===== src/rtl/uu_line_rx.sv =====
module uu_line_rx #(
  parameter int LINES_PER_GROUP = 20,
  parameter int MAX_BYTES       = 45,
  parameter int SUM_W           = 32
) (
  input  logic       clk,
  input  logic       rst_n,
  input  logic       start,
  input  logic [7:0] rx_data,
  input  logic       rx_valid,
  output logic       rx_ready,
  output logic [7:0] out_data,
  output logic       out_valid,
  input  logic       out_ready,
  output logic       rsp_ok,
  output logic       rsp_resend,
  output logic       fmt_err,
  output logic       aborted
);
  localparam int LW = $clog2(LINES_PER_GROUP + 1);
  localparam int CW = $clog2(MAX_BYTES + 1);
  localparam logic [5:0] MAXB = 6'(MAX_BYTES);
  localparam logic [LW-1:0] LAST_LINE = LW'(LINES_PER_GROUP - 1);
  localparam logic [7:0] C_ESC = 8'h1B, C_CR = 8'h0D, C_LF = 8'h0A;

  typedef enum logic [2:0] {S_IDLE, S_HDR, S_DATA, S_EMIT, S_CR, S_LF, S_SUM, S_SUMLF} st_t;
  st_t st;

  logic [CW-1:0]    rem;
  logic [17:0]      quad;
  logic [1:0]       qi, nb;
  logic [23:0]      bytes;
  logic [LW-1:0]    lines;
  logic [SUM_W-1:0] sum, acc;

  wire       take   = rx_valid && rx_ready;
  wire       in_rng = (rx_data >= 8'h20) && (rx_data <= 8'h60);
  wire [7:0] off    = rx_data - 8'h20;
  wire [5:0] v6     = off[5:0];
  wire       digit  = (rx_data >= 8'h30) && (rx_data <= 8'h39);
  wire [7:0] dval   = rx_data - 8'h30;

  assign rx_ready  = (st != S_EMIT);
  assign out_valid = (st == S_EMIT);
  assign out_data  = bytes[23:16];

  always_ff @(posedge clk) begin
    if (!rst_n) begin
      st <= S_IDLE;
      rem <= '0; quad <= '0; qi <= '0; nb <= '0; bytes <= '0;
      lines <= '0; sum <= '0; acc <= '0;
      rsp_ok <= 1'b0; rsp_resend <= 1'b0; fmt_err <= 1'b0; aborted <= 1'b0;
    end else begin
      rsp_ok <= 1'b0; rsp_resend <= 1'b0; fmt_err <= 1'b0; aborted <= 1'b0;
      if (take && rx_data == C_ESC) begin
        aborted <= 1'b1;
        st <= S_IDLE; sum <= '0; lines <= '0;
      end else begin
        case (st)
          S_IDLE: if (start) st <= S_HDR;
          S_HDR: if (take) begin
            if (!in_rng || v6 > MAXB) begin
              fmt_err <= 1'b1; st <= S_IDLE; sum <= '0; lines <= '0;
            end else begin
              rem <= CW'(v6);
              qi  <= '0;
              st  <= (v6 == 6'd0) ? S_CR : S_DATA;
            end
          end
          S_DATA: if (take) begin
            if (!in_rng) begin
              fmt_err <= 1'b1; st <= S_IDLE; sum <= '0; lines <= '0;
            end else if (qi == 2'd3) begin
              bytes <= {quad, v6};
              nb    <= (rem >= CW'(3)) ? 2'd3 : rem[1:0];
              st    <= S_EMIT;
            end else begin
              quad <= {quad[11:0], v6};
              qi   <= qi + 2'd1;
            end
          end
          S_EMIT: if (out_ready) begin
            sum   <= sum + {{(SUM_W-8){1'b0}}, out_data};
            bytes <= {bytes[15:0], 8'h00};
            nb    <= nb - 2'd1;
            rem   <= rem - CW'(1);
            if (nb == 2'd1) begin
              qi <= '0;
              st <= (rem == CW'(1)) ? S_CR : S_DATA;
            end
          end
          S_CR: if (take) begin
            if (rx_data == C_CR) st <= S_LF;
            else begin
              fmt_err <= 1'b1; st <= S_IDLE; sum <= '0; lines <= '0;
            end
          end
          S_LF: if (take) begin
            if (rx_data != C_LF) begin
              fmt_err <= 1'b1; st <= S_IDLE; sum <= '0; lines <= '0;
            end else if (lines == LAST_LINE) begin
              lines <= '0; acc <= '0; st <= S_SUM;
            end else begin
              lines <= lines + LW'(1); st <= S_HDR;
            end
          end
          S_SUM: if (take) begin
            if (digit) acc <= acc * SUM_W'(10) + SUM_W'(dval);
            else if (rx_data == C_CR) st <= S_SUMLF;
            else begin
              fmt_err <= 1'b1; st <= S_IDLE; sum <= '0; lines <= '0;
            end
          end
          S_SUMLF: if (take) begin
            if (rx_data == C_LF) begin
              if (acc == sum) rsp_ok <= 1'b1;
              else rsp_resend <= 1'b1;
              sum <= '0; st <= S_HDR;
            end else begin
              fmt_err <= 1'b1; st <= S_IDLE; sum <= '0; lines <= '0;
            end
          end
          default: st <= S_IDLE;
        endcase
      end
    end
  end


  out_hold_chk: assert property (@(posedge clk) disable iff (!rst_n)
    out_valid && !out_ready |=> out_valid && $stable(out_data));


  no_rx_while_pending_chk: assert property (@(posedge clk) disable iff (!rst_n)
    out_valid |-> !rx_ready);


  esc_abort_chk: assert property (@(posedge clk) disable iff (!rst_n)
    rx_valid && rx_ready && rx_data == C_ESC |=> aborted && !out_valid);


  ok_after_lf_chk: assert property (@(posedge clk) disable iff (!rst_n)
    rsp_ok |-> $past(rx_valid && rx_ready && rx_data == C_LF));


  resend_after_lf_chk: assert property (@(posedge clk) disable iff (!rst_n)
    rsp_resend |-> $past(rx_valid && rx_ready && rx_data == C_LF) && !rsp_ok);


  err_idle_chk: assert property (@(posedge clk) disable iff (!rst_n)
    fmt_err |-> !out_valid && !rsp_ok && !rsp_resend);
endmodule


===== config.mk =====
export PLATFORM = sky130hd
export DESIGN_NAME = uu_line_rx
export DESIGN_NICKNAME = d
export VERILOG_FILES = /design/src/rtl/uu_line_rx.sv
export SDC_FILE = /design/constraint.sdc
export NUM_CORES = 1
export LEC_CHECK = 0
export ABC_CLOCK_PERIOD_IN_PS = 4360
export CAP_MARGIN = 20
export CORE_AREA = 2 2 165 167
export DETAILED_ROUTE_END_ITERATION = 10
export DIE_AREA = 0 0 167 169
export DONT_BUFFER_PORTS = 1
export PLACE_DENSITY = 0.54
export SKIP_LAST_GASP = 1
export SYNTH_ARGS = -nofsm -noshare
export SYNTH_HDL_FRONTEND = slang
export SYNTH_SLANG_ARGS = --single-unit

===== constraint.sdc =====
create_clock -name clk -period 4.36 [get_ports clk]
set_clock_uncertainty 0.2 [all_clocks]
set_input_delay 0.872 -clock clk [delete_from_list [all_inputs] [get_ports clk]]
set_output_delay 0.872 -clock clk [all_outputs]
set_load 0.005 [all_outputs]

==> results.md <==
* Clock buffer depth at 2
* DR DRC count at 0
* Die footprint at roughly 28000 um2
* Final WL at about 25000 um
* Relative slew slack at 0.360
* Vias post-DR at 7991
* Worst-path maximum fanout at 4
* Worst hold stages at 2
* R2r endpoint: acc[28]$_SDFFE_PN0P_
* CP required at 4.48 ns
* Cts hold-fix bufs at 0
* H-tree Lvls at 4
* R2R Path Start: acc[3]$_SDFFE_PN0P_
* Root Driver: clkbuf_16
* Syn_area_per_cell at 7.93 um2
* Peak Freq at between 200 and 250 MHz
* Vias per Instance at 5.26
* Io pins at 27
* Leak at 4.23 nW
* Syn Inst Count at between 1000 and 1500
* Antenna violations before repair at 0
* Reg2Reg Depth at 13
* Unrepaired setup endpoints after global routing: true
* Fin nets at 1262
* Setup WS pre-CTS at -0.0493 ns
* Reg2Reg Setup Slack at roughly 0.13 ns
* Total power density per cell area at between 300 and 400 nW/um2
* WHS at 0.264 ns
* Drt first pass iters at 6
* CP Class: register to register
* Synth Register Bits at about 130
* Port buffer count at 0
* Syn. warnings at 0
* Slew Viols, Final at 0
* Final Cycle Share at 0.969
* Worst min path class: register to register
* Setup TNS at 0 ns
* Post-synth EDFFs at 0
* Clock transition at path regs at 0.06 ns
* Chip Height at 169 um
* CP endpoint kind: register
* Leading area contributor after synthesis: dfxtp_1
* GRT overflow at 0
* Wire length per cell at 16.1 um
* Synth top area share at 0.281
* Initial Util at 0.344
* Worst Hold Path EP: quad[15]$_SDFFE_PN0P_
* Core Area at 26500 um2
* Final hold violations at 0
* Crit path time final at ~4.2 ns
* Worst Hold Launch: quad[15]$_SDFFE_PN0P_
* Gr usage total at 0.176
* Setup WS post-layout at 0.133 ns
* Dominant synthesized flop cell: dfxtp_1
* CP Launch Type: register
* Detailed Route Iter0 Violations at around 530
* Worst Path Arrival at 4.35 ns
* Share of cells above drive strength 1 at 0.120
* Worst Max-Slew Pin Slew at about 0.96 ns
* Max-cap violations at 0
* Final Core Density at 0.396
* Post-Syn Area at 9110 um2
* Area Growth Syn to Fin at 15.0%
* Num CTS Buffers at 17
* Total clock sinks at 128
* Synth cell types at 71
* Clock Latency Late Sink at 0.42 ns
* N_diodes at 0
* Status: finished clean
* Synth top area cells: dfxtp_1 (28%), ha_1 (11%), xnor2_1 (6.9%)
* Largest net degree at the start of global routing at 77
* Vias in the first global route at 7678
* DRT antenna net count at 0
* DIE WIDTH at 167 um
* Mapped Nets at 1246
* FP Rows at 60
* # setup viols final at 0
* DP Wirelength at 18100 um
* Post-synth ARST share at 0
* First-pass GRT wire length at approximately 41000 um
* Sequential cell area fraction in the yosys report at 0.281
* CTS tree: built
* GPL Wtd Cong at 0.844
* Worst vdd ir at 304 uV
flip-flops by register name, summed over array words and instances, names as in the netlist:
| register | flops |
|---|---|
| acc | 32 |
| sum | 32 |
| bytes | 24 |
| quad | 18 |
| rem | 6 |
| lines | 5 |
| st | 3 |
| nb | 2 |
| qi | 2 |
| aborted | 1 |
| fmt_err | 1 |
| rsp_ok | 1 |
| rsp_resend | 1 |
cells in the mapped netlist (27+ instances only):
cell type and number:
dfxtp_1 128, xnor2_1 72, a21oi_1 76, nor2_1 93
nor3_1 27, clkbuf_1 45, a21boi_0 29, nand2_1 153
inv_1 27, nand3_1 52, xor2_1 41, o21ai_0 45
ha_1 80
report_power, final:
part | internal [W] | switching, W
sequential | 0.00121 | 0.0000489
combinational | 0.000167 | 0.000300
clock | 0.000814 | 0.000624
total | 0.00219 | 0.000973
timing repair:
action	4_1_cts	5_1_grt
setup buffers	1	0
endpoints found under the hold margin	0	0
endpoints found under the setup margin	3	8
pin swaps	1	9
resized for setup	2	22
area by class of cell:
type	instances	area (um2)
Multi-Input combinational cell	932	6360
Fill cell	2743	16000
Tap cell	341	427
Inverter	27	101
Sequential cell	128	2560
Timing Repair Buffer	60	450
Clock buffer	17	425
Clock inverter	15	161
layout by cell type (no fill, tap or decap), types with 27 or more instances in the layout:
cell type | synthesis | routed
nand2_1 | 153 | 153
dfxtp_1 | 128 | 126
nor2_1 | 93 | 92
ha_1 | 80 | 74
a21oi_1 | 76 | 72
xnor2_1 | 72 | 70
buf_4 | 10 | 60
nand3_1 | 52 | 51
o21ai_0 | 45 | 44
xor2_1 | 41 | 39
a21boi_0 | 29 | 28
inv_1 | 27 | 27
nor3_1 | 27 | 27
cell families after synthesis:
logic type                 synth area share
and+or+nand+nor                       0.241
AOI/OAI and AO/OA                     0.206
DFF                                   0.281
xor gates and xnor gates              0.110
buffers and inverters                0.0420
adders and majority gates             0.116
muxes                               0.00233
critical path, cell delays in order, from the launching register on:
cell,delay [ns]
dfxtp_1,0.37
ha_4,0.22
ha_4,0.17
fa_2,0.40
buf_4,0.15
a21o_2,0.21
a221oi_4,0.32
xor2_2,0.12
or3_4,0.40
or4_4,0.50
or4_4,0.52
nand3b_1,0.18
xor2_1,0.15
a22o_1,0.20
how the worst max path moves through the flow:
stage | from | endpoint | depth (start not counted)
2_1_floorplan | acc[1]$_SDFFE_PN0P_ | acc[30]$_SDFFE_PN0P_ | 16
3_3_place_gp | acc[2]$_SDFFE_PN0P_ | acc[30]$_SDFFE_PN0P_ | 16
3_5_place_dp | acc[2]$_SDFFE_PN0P_ | acc[30]$_SDFFE_PN0P_ | 16
4_1_cts | acc[1]$_SDFFE_PN0P_ | acc[30]$_SDFFE_PN0P_ | 13
5_1_grt | acc[3]$_SDFFE_PN0P_ | acc[28]$_SDFFE_PN0P_ | 13
6_report | acc[3]$_SDFFE_PN0P_ | acc[28]$_SDFFE_PN0P_ | 13
through the flow:
stage                     area, um2  total power (W)  instances
after global placement         9730          0.00175       1487
after CTS                     10300          0.00319       1520
after global routing          10500          0.00330       1520
final                         10500          0.00316       1520
after floorplan                9130          0.00163       1150
after detailed placement       9730          0.00175       1487
metal layers:
metal	global-route usage	wire length, um	up-vias
met5	0	0	-
met4	0.0427	251	0
met3	0.0313	918	18
met2	0.271	10800	129
met1	0.254	12600	3731
li1	-	-	4113
Power figures use the tool's default switching activity.
